===== config.mk =====
export PLATFORM = sky130hd
export DESIGN_NAME = gated_out_seq
export DESIGN_NICKNAME = d
export VERILOG_FILES = /design/src/rtl/gated_out_seq.sv
export SDC_FILE = /design/constraint.sdc
export NUM_CORES = 1
export LEC_CHECK = 0
export BUFFER_PORTS_ARGS = -buffer_cell sky130_fd_sc_hd__buf_2
export CAP_MARGIN = 40
export CORE_ASPECT_RATIO = 2
export CORE_UTILIZATION = 37
export CTS_CLUSTER_SIZE = 16
export DETAILED_ROUTE_END_ITERATION = 7
export PLACE_DENSITY = 0.88
export SLEW_MARGIN = 0
export SYNTH_ARGS = -nofsm -noshare
export SYNTH_HDL_FRONTEND = slang
export SYNTH_SLANG_ARGS = --single-unit

===== constraint.sdc =====
create_clock -name clk -period 1.5 [get_ports clk]
set_input_delay 0.075 -clock clk [delete_from_list [all_inputs] [get_ports clk]]
set_output_delay 0.075 -clock clk [all_outputs]
set_load 0.03 [all_outputs]

===== src/rtl/gated_out_seq.sv =====
`timescale 1ns/1ps
module gated_out_seq #(
  parameter int DW = 16,
  parameter int TW = 8
) (
  input  logic          clk,
  input  logic          rst_n,
  input  logic          triggered,
  input  logic          stop,
  input  logic          stop_on_err,
  input  logic          gate_en,
  input  logic          gate_src,
  input  logic          gate_in,
  input  logic [TW-1:0] trig_bus,
  input  logic [TW-1:0] gate_mask,
  input  logic [DW-1:0] init_val,
  input  logic          ovr_sel,
  input  logic [DW-1:0] ovr_val,
  input  logic          fifo_empty,
  input  logic [DW-1:0] fifo_data,
  input  logic          fifo_last,
  output logic          fifo_rd,
  output logic [DW-1:0] q_raw,
  output logic [DW-1:0] q_out,
  output logic          q_valid,
  output logic          q_strobe,
  output logic          done,
  output logic          buf_err
);

  logic          gate_open;
  logic          halted;
  logic          advance;
  logic [DW-1:0] word_q;

  assign gate_open = !gate_en || (gate_src ? |(trig_bus & gate_mask) : gate_in);
  assign halted    = stop || done || (stop_on_err && buf_err);
  assign advance   = triggered && gate_open && !halted;
  assign fifo_rd   = advance && !fifo_empty;

  always_ff @(posedge clk) begin
    if (!rst_n) begin
      word_q   <= '0;
      q_valid  <= 1'b0;
      q_strobe <= 1'b0;
      done     <= 1'b0;
      buf_err  <= 1'b0;
    end else begin
      q_strobe <= fifo_rd;
      if (fifo_rd) begin
        word_q  <= fifo_data;
        q_valid <= 1'b1;
        if (fifo_last) done <= 1'b1;
      end
      if (advance && fifo_empty) buf_err <= 1'b1;
    end
  end

  assign q_raw = q_valid ? word_q : init_val;
  assign q_out = ovr_sel ? ovr_val : q_raw;

  AST_NO_POP_EMPTY: assert property (@(posedge clk) disable iff (!rst_n)
    fifo_rd |-> !fifo_empty && triggered && !stop);
  AST_WORD_LANDS: assert property (@(posedge clk) disable iff (!rst_n)
    fifo_rd |=> q_strobe && q_valid && (q_raw == $past(fifo_data)));
  AST_HOLD_WORD: assert property (@(posedge clk) disable iff (!rst_n)
    (q_valid && !fifo_rd) |=> $stable(q_raw) && !q_strobe);
  AST_DONE_STICKY: assert property (@(posedge clk) disable iff (!rst_n)
    done |=> done);
  AST_NO_POP_DONE: assert property (@(posedge clk) disable iff (!rst_n)
    done |-> !fifo_rd);
  AST_ERR_STICKY: assert property (@(posedge clk) disable iff (!rst_n)
    buf_err |=> buf_err);
  AST_ERR_HALT: assert property (@(posedge clk) disable iff (!rst_n)
    (buf_err && stop_on_err) |-> !fifo_rd);

endmodule


==> impl_metrics.tcl <==
set metrics [dict create \
    cts-root-buf "clkbuf_8" \
    synth-seq-cells 20 \
    total_power_mw 1.67 \
    n_antenna_cell 0 \
    final_antenna_net_count 0 \
    rows 29 \
    io_pins 112 \
    num_vias 1378 \
    worstHoldStart "fifo_data[12]" \
    clock_latency_ns 0.25 \
    die-width_um 43.0 \
    cp_top_family "multiplexers" \
    grt_start_max_net_pins 39 \
    syn-num-nets 208 \
    cts.sinks 20 \
    p_per_area_mw_per_mm2 780 \
    reg2reg_setup_slack_ns 0.12 \
    rsz0062_at_grt "yes" \
    dp_hpwl_mm 2.82 \
    antenna_found_initial 0 \
    critPathBufInv 2 \
    cp_max_fo 8 \
    clock.fmax_mhz 623 \
    die_area_mm2 0.00361 \
    grt_pass1_wl_mm 5.91 \
    route.detailed.drc 0 \
    path_clk_slew_ns 0.07 \
    area_growth_pct 72.5 \
    syn_area_mm2 0.00124 \
    relSlewSlack_pct 59.2 \
    core_area_mm2 0.00319 \
    leakage_nw 1.19 \
    synth.avg_cell_area_um2 9.34 \
    max_cap_violations 0 \
    utilization_pct 67.1 \
    stdcell_count 274 \
    crit_path_cell_trace "buf_12 -> mux2_4 -> mux2_2 -> buf_6" \
    drt-total-wl_mm 3.85 \
    grt-ovfl-total 0 \
    die_h_um 84.0 \
    failed_checks "negative setup slack" \
    ir_worst_vdd_mv 0.571 \
    finalSetupViolCount 16 \
    final_cell_mix "buf_2, nand2_1, mux2_4" \
    period_needed_ns 1.60 \
    tightest_slew_ns 0.612 \
    gp_congestion 0.739 \
    hold_ws_ns 0.0564 \
    yosysWarnings 0 \
    reg2regPathDepth 5 \
    finClkSkew_ns 0.00171 \
    drv_slew 0 \
    synthCells 133 \
    drive_gt1_share_pct 65.4 \
    status "finished with violations" \
    crit_path_top_delay_cell "dfxtp_4" \
    required_ns 1.42 \
    cts_buffers 3 \
    rr_endpoint "word_q[2]" \
    avgViaCountPerCell 5.03 \
    final_common_cell "buf_2" \
    max_stage_delay_ns 0.40 \
    initial_core_util_pct 38.9 \
    crit_type "reg2out" \
    first_global_vias 1410 \
    fin_crit_sh_pct 107 \
    finalNetCount 319 \
    holdCritPathClass "in2reg" \
    fin_setup_tns_ns -1.40 \
    synth_cell_types 22 \
    htreeDepth 1 \
    dp.cells 267 \
    holdPathEnd "word_q[12]" \
    cp-start-kind "register" \
    port-buffer-count 111 \
    cts_tree "yes" \
    worst_slack_ns -0.104 \
    drtPass1Iterations 4 \
    reg2reg_from "buf_err" \
    routedWlPerCell_um 14.1 \
    cp.arrival_ns 1.53 \
    ys_seq_area_share_pct 32.2 \
    end_kind "primary output" \
    cts_buffer_depth 2 \
    grtUsageTotal_pct 21.1 \
    holdPathStages 3 \
    drt_iter0_markers 8 \
    hold_violations 0 \
]
[cell usage after synthesis]
master / number / share of area, %
nand2_1: 34 / 10
dfxtp_1: 20 / 32
mux2_1: 16 / 15
mux2_2: 16 / 15
mux2i_1: 16 / 13
a22oi_1: 5 / 3.0
clkbuf_1: 4 / 1.2
buf_2: 3 / 1.2
o21ai_1: 3 / 1.2
a21oi_1: 2 / 0.81
inv_1: 2 / 0.60
nand3_1: 2 / 0.81
a21boi_1: 1 / 0.60
and2_1: 1 / 0.50
and3_1: 1 / 0.50
buf_1: 1 / 0.30
buf_12: 1 / 1.6
buf_6: 1 / 0.91
inv_2: 1 / 0.30
nand4_1: 1 / 0.50
nor2b_1: 1 / 0.50
nor3b_2: 1 / 1.0
[layout make-up]
type                            instances  area [µm²]
Clock buffer                            4        55.1
Fill cell                             264        1050
Inverter                                3        11.3
Multi-Input combinational cell        100         887
Sequential cell                        20         407
Tap cell                               31        38.8
Timing Repair Buffer                  116         744
[worst min-delay path, cell delays in order]
cell	delay, ns
buf_2	0.09
nand2_1	0.04
mux2i_1	0.05
[metal layers]
layer,wire length [µm],global-route usage (%),up-vias
met5,0,0,-
met2,2370,43.3,58
li1,-,-,680
met4,44,7.71,0
met1,1270,19.4,638
met3,172,2.16,2
[state kept, by name, indices dropped and copies added (netlist names)]
signal / cells
done: 1
q_valid: 1
buf_err: 1
q_strobe: 1
word_q: 16
[metrics by stage]
| step | cell area [µm²] | worst slack, ns |
|---|---|---|
| after floorplan | 1330 | 0.00496 |
| after global placement | 1890 | 0.142 |
| after detailed placement | 1890 | 0.0938 |
| after CTS | 2140 | -0.111 |
| after global routing | 2140 | -0.142 |
| final | 2140 | -0.104 |
[what timing repair did]
| action | in CTS | in global routing |
|---|---|---|
| hold buffers | 0 | 0 |
| setup buffers | 2 | 1 |
| gates cloned | 1 | 0 |
| resized for setup | 43 | 5 |
| setup endpoints to repair | 16 | 17 |
| pin swaps | 1 | 2 |
[how the worst max path moves through the flow]
stage	from	endpoint	depth (start not counted)
after global placement	q_valid	q_out[4]	4
after detailed placement	q_valid	q_out[1]	4
after floorplan	q_valid	q_out[10]	4
after global routing	q_valid	q_out[0]	4
final	q_valid	q_out[1]	4
after CTS	q_valid	q_out[1]	4
[where the power goes]
part / switching, mW / internal (mW) / total (mW) / leakage, nW
Combinational: 0.354 / 0.344 / 0.698 / 0.999
Sequential: 0.0167 / 0.555 / 0.572 / 0.164
Clock: 0.169 / 0.233 / 0.402 / 0.0288
Total: 0.540 / 1.13 / 1.67 / 1.19
[logic make-up after synthesis]
family,count (synthesis),synth area share (%)
buffers and inverters,13,6.14
AOI/OAI and AO/OA,11,5.64
DFF,20,32.2
muxes,48,41.9
and+or+nand+nor,41,14.1
No activity file was read; power rests on OpenSTA's default activity.
